## src/rtl/odr_chan_pkg.sv

```systemverilog
// Package: shared types for the open-drain repeater channel.
// Assumes: nothing beyond the standard language.
package odr_chan_pkg;

    // Which side currently owns the direction of the channel.
    typedef enum logic [1:0] {
        LOCK_NONE = 2'd0,
        LOCK_A    = 2'd1,
        LOCK_B    = 2'd2
    } lock_e;

endpackage

```

## src/rtl/odr_dir_lock.sv

```systemverilog
// Module: direction lock and registered pull-down drivers.
// What it does: takes a direction from the first side sampled low (side A
//   wins a tie), drives the opposite side low until the owner releases, and
//   clears the lock once both sides read high.
// Assumes: a_in and b_in are synchronised samples of the wired lines, which
//   include this block's own pull-downs.
module odr_dir_lock
    import odr_chan_pkg::*;
(
    input  logic clk,
    input  logic rst_n,
    input  logic conn_en,
    input  logic a_in,
    input  logic b_in,
    input  logic assist_busy,
    output logic a_pd_n,
    output logic b_pd_n,
    output logic lock_freed
);

    lock_e lock_q;
    lock_e lock_d;
    logic  both_high;

    assign both_high  = a_in && b_in;
    // A held lock that sees both lines high has just finished a transfer.
    assign lock_freed = conn_en && (lock_q != LOCK_NONE) && both_high;

    // Purpose: choose the next owner of the direction.
    always_comb begin
        lock_d = lock_q;
        if (!conn_en) begin
            lock_d = LOCK_NONE;
        end else begin
            unique case (lock_q)
                LOCK_NONE: begin
                    if (!assist_busy) begin
                        if (!a_in)      lock_d = LOCK_A;
                        else if (!b_in) lock_d = LOCK_B;
                    end
                end
                LOCK_A, LOCK_B: begin
                    if (both_high) lock_d = LOCK_NONE;
                end
                default: lock_d = LOCK_NONE;
            endcase
        end
    end

    // Purpose: register the owner and the pull-downs it implies.
    always_ff @(posedge clk) begin
        if (!rst_n) begin
            lock_q <= LOCK_NONE;
            a_pd_n <= 1'b1;
            b_pd_n <= 1'b1;
        end else begin
            lock_q <= lock_d;
            b_pd_n <= !(conn_en && (lock_d == LOCK_A) && !a_in);
            a_pd_n <= !(conn_en && (lock_d == LOCK_B) && !b_in);
        end
    end

endmodule

```

## src/rtl/odr_assist_timer.sv

```systemverilog
// Module: rise-assist one-shot.
// What it does: on a fire request, raises busy for PULSE_CYC cycles; any
//   cycle with conn_en or accel_en low clears it.
// Assumes: PULSE_CYC counts system clock cycles; 0 removes the timer.
module odr_assist_timer #(
    parameter int unsigned PULSE_CYC = 80
) (
    input  logic clk,
    input  logic rst_n,
    input  logic conn_en,
    input  logic accel_en,
    input  logic fire,
    output logic busy
);

    generate
        if (PULSE_CYC == 0) begin : g_none
            assign busy = 1'b0;
        end else begin : g_cnt
            localparam int unsigned CW = $clog2(PULSE_CYC + 1);
            localparam logic [CW-1:0] LOAD = CW'(PULSE_CYC);
            logic [CW-1:0] cnt_q;

            // Purpose: load, count down or clear the pulse counter.
            always_ff @(posedge clk) begin
                if (!rst_n || !conn_en || !accel_en) begin
                    cnt_q <= '0;
                end else if (fire) begin
                    cnt_q <= LOAD;
                end else if (cnt_q != '0) begin
                    cnt_q <= cnt_q - 1'b1;
                end
            end

            assign busy = (cnt_q != '0);
        end
    endgenerate

endmodule

```

## src/rtl/odr_repeater_chan.sv

```systemverilog
// Module: one channel of a direction-locking open-drain repeater.
// What it does: mirrors an external low from either side onto the other
//   side one cycle later, blocks echo, and fires an equal rise-assist pulse
//   on both sides after each release.
// Assumes: line levels are synchronised samples; one instance per wire.
module odr_repeater_chan #(
    parameter int unsigned PULSE_CYC = 80
) (
    input  logic clk,
    input  logic rst_n,
    input  logic conn_en,
    input  logic accel_en,
    input  logic a_in,
    input  logic b_in,
    output logic a_pd_n,
    output logic b_pd_n,
    output logic a_assist,
    output logic b_assist
);

    logic lock_freed;
    logic assist_busy;

    // Direction lock and pull-down registers.
    odr_dir_lock u_lock (
        .clk         (clk),
        .rst_n       (rst_n),
        .conn_en     (conn_en),
        .a_in        (a_in),
        .b_in        (b_in),
        .assist_busy (assist_busy),
        .a_pd_n      (a_pd_n),
        .b_pd_n      (b_pd_n),
        .lock_freed  (lock_freed)
    );

    // Rise-assist one-shot shared by both sides.
    odr_assist_timer #(.PULSE_CYC(PULSE_CYC)) u_assist (
        .clk      (clk),
        .rst_n    (rst_n),
        .conn_en  (conn_en),
        .accel_en (accel_en),
        .fire     (lock_freed),
        .busy     (assist_busy)
    );

    assign a_assist = assist_busy;
    assign b_assist = assist_busy;

endmodule

```

## config.mk

```make
export PLATFORM = sky130hd
export DESIGN_NAME = odr_repeater_chan
export DESIGN_NICKNAME = d
export VERILOG_FILES = /design/src/rtl/odr_chan_pkg.sv /design/src/rtl/odr_dir_lock.sv /design/src/rtl/odr_assist_timer.sv /design/src/rtl/odr_repeater_chan.sv
export SDC_FILE = /design/constraint.sdc
export NUM_CORES = 1
export LEC_CHECK = 0
export BUFFER_PORTS_ARGS = -buffer_cell sky130_fd_sc_hd__buf_4
export CAP_MARGIN = 30
export CORE_MARGIN = 2
export CORE_UTILIZATION = 28
export DETAILED_ROUTE_END_ITERATION = 10
export RECOVER_POWER = 50
export SKIP_CTS_REPAIR_TIMING = 1
export SYNTH_ARGS = -nofsm -noshare
export SYNTH_HDL_FRONTEND = slang
export SYNTH_SLANG_ARGS = --single-unit
```

## constraint.sdc

```tcl
create_clock -name clk -period 1.7 [get_ports clk]
set_input_delay 0.17 -clock clk [delete_from_list [all_inputs] [get_ports clk]]
set_output_delay 0.17 -clock clk [all_outputs]
set_load 0.02 [all_outputs]
```

==> metrics.yaml, run 1 <==
status:
  status: "finished, violations left"
  violations: "negative setup slack"
detailed_routing:
  wl_per_cell_microns: 10.78
  wl_met2_microns: 621
  drc_errors: 0
  drt_iter0_markers: 6
  top_layer: "met4"
  wl_met1_microns: 561
  drtPass1Iterations: 4
  vias: 547
  wl_met3_microns: 56
  ant_nets: 0
  via_per_inst: 4.716
  wl_microns: 1251
setup_path:
  worst_setup_path_end_kind: "output port"
  critPathArrivalTime_ns: 1.53
  cp-endpoint: "b_assist"
  critPathKind: "register to output port"
  path_max_fanout: 7
  cp.required_ns: 1.53
  rrSetupSlack_ns: 0.08
  setup.worst_path.start_class: "register"
  worstRegToRegCells: 5
  timing.rr.start: "u_assist.g_cnt.cnt_q[2]$_SDFFE_PP0P_"
  reg2reg_to: "u_lock.a_pd_n$_SDFF_PN1_"
  crit_start: "u_assist.g_cnt.cnt_q[2]$_SDFFE_PP0P_"
floorplanning:
  dieArea_sq_um: 2653
  initial_core_util: 0.2912
  core_sq_um: 2170
  die_h_microns: 51.51
  ios: 10
  rows: 17
  die_x_microns: 51.51
cells_and_area:
  fin_util: 0.3668
  fillers: 239
  antenna_cells: 0
  flow.area_growth_from_synthesis_pct: 25.94
  multiInputGateArea_sq_um: 382.9
  finalNetCount: 99
  drive_gt1_frac: 0.2500
  register_area_sq_um: 222.7
timing:
  setup_viol: 1
  hold_violations: 0
  finalClockSkew_ns: 0.003271
  slew_headroom: 0.7817
  period_share: 1.000
  whs_ns: 0.1520
  worst_slack_ns: -0.0002621
  drv_slew: 0
  max_freq_mhz: 588.1
  tns_ns: -0.0002621
  rsz0062_at_grt: "yes"
  worst_pin_slew_ns: 0.3249
  period_minus_slack_ns: 1.700
power:
  peakVddDrop_v: 0.0002998
  cellLeakagePower_nw: 0.3356
  power_mw: 0.5412
  powerDensity_nw_per_um2: 680.1
synthesis:
  ys_types: 33
  syn-num-nets: 81
  synthTopCellsByCount: "11 x dfxtp_1, 8 x nor2_1, 7 x nand2_1"
  synth.most_common_cell: "dfxtp_1"
  synth.area.mux_share: 0.01584
  synth_fa_ha_area_frac: 0.07921
  yosys.area.top_type: "dfxtp_1"
  synth-xor-area-share: 0.06931
  netlist_area_sq_um: 631.9
  synth.area.top_cells: "dfxtp_1 35%, ha_1 7.9%, nor2_1 4.8%"
  synth_top_family_by_area: "simple AND/OR/NAND/NOR gates"
  synth_edf_count: 0
  synth-simple-area-share: 0.2752
  synth_warnings: 0
  synth_seq_area_share: 0.3485
  ys_seq_elements: 11
  syn_inst: 71
  synth_top_area_share: 0.3485
  synthArstFlopShare: 0
  yosys_most_used_dff: "dfxtp_1"
  avgSynthCellArea_sq_um: 8.899
  synth_compound_area_frac: 0.1663
clock_tree:
  cts_made_buffers: 3
  clock_sinks: 11
  clockBufferDepth: 2
  clkTransAtPathRegs_ns: 0.07
  clock_latency_ns: 0.27
  tritoncts: "done"
  clk_root_buffer_cell: "clkbuf_4"
  htreeDepth: 1
global_routing:
  grt_pass1_wl_microns: 2132
  antenna_found_initial: 0
  grt-ovfl-total: 0
  grt_start_max_net_pins: 8
  grt_pass1_vias: 512
  grt.total_usage: 0.1117
placement:
  globalplace.congestion: 0.7860
  hpwlAfterDp_microns: 1010
  numPortBuffers: 9
job:
  cap_violations: 0
hold_path:
  hp-start: "a_in"
  min_path_type: "input pin to register"
-- worst max-delay path, cell delays in order (launching register included) --
cell and delay, ns:
dfxtp_2 0.32, or4_4 0.57, nor2_8 0.18, inv_6 0.06
buf_6 0.13
-- registers in the layout, indices dropped and copies added (netlist names) --
name / flops
u_lock.a_pd_n: 1
u_lock.b_pd_n: 1
u_assist.g_cnt.cnt_q: 7
u_lock.lock_q: 2
-- cell type report --
class                           instances  area share
Sequential cell                        11      0.2799
Tap cell                               28     0.04403
Multi-Input combinational cell         54      0.4811
Clock buffer                            4     0.03302
Timing Repair Buffer                   14      0.1321
Inverter                                5     0.02987
-- metrics by stage --
stage	worst slack, ns	area [sq um]	std cells
2_1_floorplan	0.1011	631.9	71
3_3_place_gp	0.1216	757.0	111
3_5_place_dp	0.09056	757.0	111
4_1_cts	-0.03229	783.3	115
5_1_grt	-0.04872	795.8	116
6_report	-0.0002621	795.8	116
-- cells by family after synthesis --
group / Yosys count
buffers and inverters: 6
muxes: 1
xor gates and xnor gates: 5
and+or+nand+nor: 31
adders and majority gates: 4
AOI/OAI and AO/OA: 13
DFF: 11
-- metal layers --
| layer | track usage | vias up |
|---|---|---|
| li1 | - | 284 |
| met1 | 0.1283 | 254 |
| met2 | 0.1795 | 7 |
| met3 | 0.02874 | 2 |
| met4 | 0.07895 | 0 |
| met5 | 0 | - |
-- how the worst min path moves through the flow --
stage / endpoint / slack, ns / cells after the start
floorplan: u_lock.b_pd_n$_SDFF_PN1_ / 0.28 / 2
global placement: u_lock.b_pd_n$_SDFF_PN1_ / 0.43 / 3
detailed placement: u_lock.b_pd_n$_SDFF_PN1_ / 0.43 / 3
CTS: u_lock.b_pd_n$_SDFF_PN1_ / 0.14 / 3
global route: u_lock.b_pd_n$_SDFF_PN1_ / 0.16 / 3
finish: u_lock.b_pd_n$_SDFF_PN1_ / 0.15 / 3
-- layout by cell type (no fill, tap or decap), drive strengths merged, types with 2 or more instances in the layout --
cell | netlist | final
clkbuf | 0 | 6
a21oi | 2 | 2
nand3 | 2 | 2
ha | 4 | 4
buf | 1 | 12
nor3 | 6 | 6
nand2 | 7 | 7
xnor2 | 3 | 3
dfxtp | 11 | 11
inv | 5 | 5
a21boi | 2 | 2
xor2 | 2 | 2
nor2 | 9 | 9
-- where the power goes --
part	switching, mW	internal [mW]	total [mW]
sequential	0.00333	0.263	0.266
clock	0.0874	0.0908	0.178
combinational	0.0509	0.0460	0.0969
total	0.142	0.400	0.541
Power figures use the tool's default switching activity.
==> run 2, diff against run 1 <==
- SYNTH_HIERARCHICAL: default -> 1
==> run 2 against run 1 <==
The flow still finishes with violations (negative setup slack). Critical path depth increased by 4. Design area rose by 10%. Non-clock buffer count increased by 14. Sequential cell count unchanged. Worst hold slack worse by 0.0019 ns. Via count increased by 2.2%. Synthesized cell count fell by 5.6%. Highest routed layer unchanged. Global-route usage decreased by 0.85 points. Critical endpoint is now u_lock/b_pd_n$_SDFF_PN1_. Total power fell by 2.1%. Final cell count up 6.9%.
==> metrics.yaml, run 2 <==
status:
  status: "finished, violations left"
  violations: "negative setup slack"
power:
  p_sw_frac: 0.2554
  p_int_mw: 0.3945
  power_mw: 0.5297
  clkPwrFrac: 0.330
  p_sw_mw: 0.1353
  p_comb_frac: 0.171
  peakVddDrop_v: 0.0003609
  powerDensity_nw_per_um2: 603.1
  pwr-share-seq: 0.498
  cellLeakagePower_nw: 0.3976
setup_path:
  crit_start: "u_assist/g_cnt.cnt_q[1]$_SDFFE_PP0P_"
  cp.required_ns: 1.84
  path_max_fanout: 4
  critPathArrivalTime_ns: 2.22
  timing.rr.start: "u_assist/g_cnt.cnt_q[1]$_SDFFE_PP0P_"
  critPathKind: "register to register"
  worstRegToRegCells: 8
  setup.worst_path.start_class: "register"
  cpMaxStageDelayCell: "or4_1"
  cpPeakStageDelay_ns: 0.49
  worst_setup_path_end_kind: "register"
  cp_common_cell: "a21oi_2"
  reg2reg_to: "u_lock/b_pd_n$_SDFF_PN1_"
  rrSetupSlack_ns: -0.38
  crit_chain: "inv_2 > ha_4 > or3b_4 > or2_4 > nand2b_4 > a21oi_2 > a21oi_2 > or4_1"
synthesis:
  synthTopCellsByCount: "11 x dfxtp_1, 7 x nor2_1, 6 x inv_1"
  syn-num-nets: 76
  synthArstFlopShare: 0
  netlist_area_sq_um: 558.0
  yosys.area.top_type: "dfxtp_1"
  syn_inst: 67
  synth_seq_area_share: 0.3946
  yosys_most_used_dff: "dfxtp_1"
  synth.most_common_cell: "dfxtp_1"
  synth_edf_count: 0
  ys_seq_elements: 11
  synth_top_area_share: 0.3946
  synth_warnings: 6
  ys_types: 28
  synth.area.top_cells: "dfxtp_1 39%, ha_1 6.7%, nor2_1 4.7%"
  avgSynthCellArea_sq_um: 8.329
global_routing:
  grt-ovfl-total: 0
  use_met2: 0.1781
  top_usage_layer: "met2"
  grt_start_max_net_pins: 8
  grt.met1_usage: 0.1252
  grt.total_usage: 0.1032
  grt_pass1_vias: 500
  grt_pass1_wl_microns: 1966
  use_met3: 0.01852
  antenna_found_initial: 0
detailed_routing:
  drtPass1Iterations: 4
  drt_iter0_markers: 12
  via_per_inst: 4.508
  wl_per_cell_microns: 10.69
  wl_microns: 1325
  ant_nets: 0
  vias: 559
  drc_errors: 0
floorplanning:
  die_h_microns: 48.64
  rows: 16
  initial_core_util: 0.2904
  ios: 10
  die_x_microns: 48.64
  core_sq_um: 1922
  dieArea_sq_um: 2366
clock_tree:
  htreeDepth: 1
  cts_made_buffers: 3
  clockBufferDepth: 2
  tritoncts: "done"
  clkTransAtPathRegs_ns: 0.08
  clock_latency_ns: 0.26
  clk_root_buffer_cell: "clkbuf_4"
  clock_sinks: 11
hold_path:
  hp-start: "a_in"
  min_path_cells: 2
  min_path_type: "input pin to register"
  hold-path-endpoint: "u_lock/b_pd_n$_SDFF_PN1_"
cells_and_area:
  regMostFlops: "u_assist/g_cnt.cnt_q"
  multiInputGateArea_sq_um: 350.3
  antenna_cells: 0
  final_cell_mix: "21 x buf_4, 9 x dfxtp_1, 7 x nor2_1, 5 x buf_6, 5 x nand2_1"
  finalNetCount: 107
  fin_cells: 124
  drive_gt1_frac: 0.4536
  register_area_sq_um: 222.7
  layout_commonest_cell: "buf_4"
  fin_area_sq_um: 878.3
  reg.largest.list: "u_assist/g_cnt.cnt_q x7, u_lock/lock_q x2"
  flow.area_growth_from_synthesis_pct: 57.40
  largest_reg_flops: 7
  fillers: 203
timing:
  rsz0062_at_grt: "yes"
  setup_viol: 6
  worst_slack_ns: -0.3782
  worst_pin_slew_ns: 0.3327
  whs_ns: 0.1501
  period_minus_slack_ns: 2.078
  max_freq_mhz: 481.2
  drv_slew: 0
  slew_headroom: 0.7765
  period_share: 1.222
  finalClockSkew_ns: 0.007417
  hold_violations: 0
placement:
  placed_area_sq_um: 792.0
  placed_cells: 116
  numPortBuffers: 9
  post-place-ws_ns: -0.3670
  globalplace.congestion: 0.7775
  hpwlAfterDp_microns: 961.4
job:
  cap_violations: 0
## run 2: logic make-up (layout without fill, tap and decap cells)
group | Yosys count | count (layout) | synth area share
AO/OA/AOI/OAI | 14 | 14 | 0.1637
XOR/XNOR | 2 | 2 | 0.03140
adder cells (fa/ha/maj) | 3 | 3 | 0.06727
buffers and inverters | 8 | 38 | 0.06277
flip-flops | 11 | 11 | 0.3946
AND/OR/NAND/NOR | 29 | 29 | 0.2803
## run 2: power by group through the flow
stage	Combinational (mW)	Sequential (mW)	Clock, mW
floorplan	0.0390	0.272	0
global placement	0.0768	0.270	0
detailed placement	0.0775	0.270	0
CTS	0.0777	0.264	0.182
global route	0.0980	0.264	0.195
finish	0.0908	0.264	0.175
## run 2: layout make-up
cell class	count	area share
repair buffers	28	0.2521
flip-flops and latches	11	0.2536
clock buffers	3	0.02564
well taps	27	0.03846
multi-input cells	48	0.3989
inverters	6	0.02564
clock inverters	1	0.005698
## run 2: critical path, delay by kind of cell (launching register included)
family / cells / cell delay (ns)
and+or+nand+nor: 4 / 1.27
AOI/OAI and AO/OA: 2 / 0.16
DFF: 1 / 0.33
adders and majority gates: 1 / 0.12
buffers and inverters: 1 / 0.06
## run 2: worst max path at each step
stage,to,cells past startpoint
after floorplan,u_lock/b_pd_n$_SDFF_PN1_,9
after global placement,u_lock/b_pd_n$_SDFF_PN1_,8
after detailed placement,u_lock/b_pd_n$_SDFF_PN1_,8
after CTS,u_lock/b_pd_n$_SDFF_PN1_,8
after global routing,u_lock/b_pd_n$_SDFF_PN1_,8
final,u_lock/b_pd_n$_SDFF_PN1_,8
## run 2: through the flow
step	util	setup TNS (ns)
floorplan	-	-0.7397
detailed placement	0.4121	-1.014
global route	0.4570	-2.120
global placement	0.4121	-0.8969
CTS	0.4264	-1.521
finish	0.4570	-1.686
## run 2: metal layers
| metal | share of wire | up-vias |
|---|---|---|
| met5 | 0 | - |
| met4 | 0.0053 | 0 |
| met3 | 0.032 | 2 |
| met2 | 0.51 | 10 |
| met1 | 0.45 | 250 |
| li1 | - | 297 |
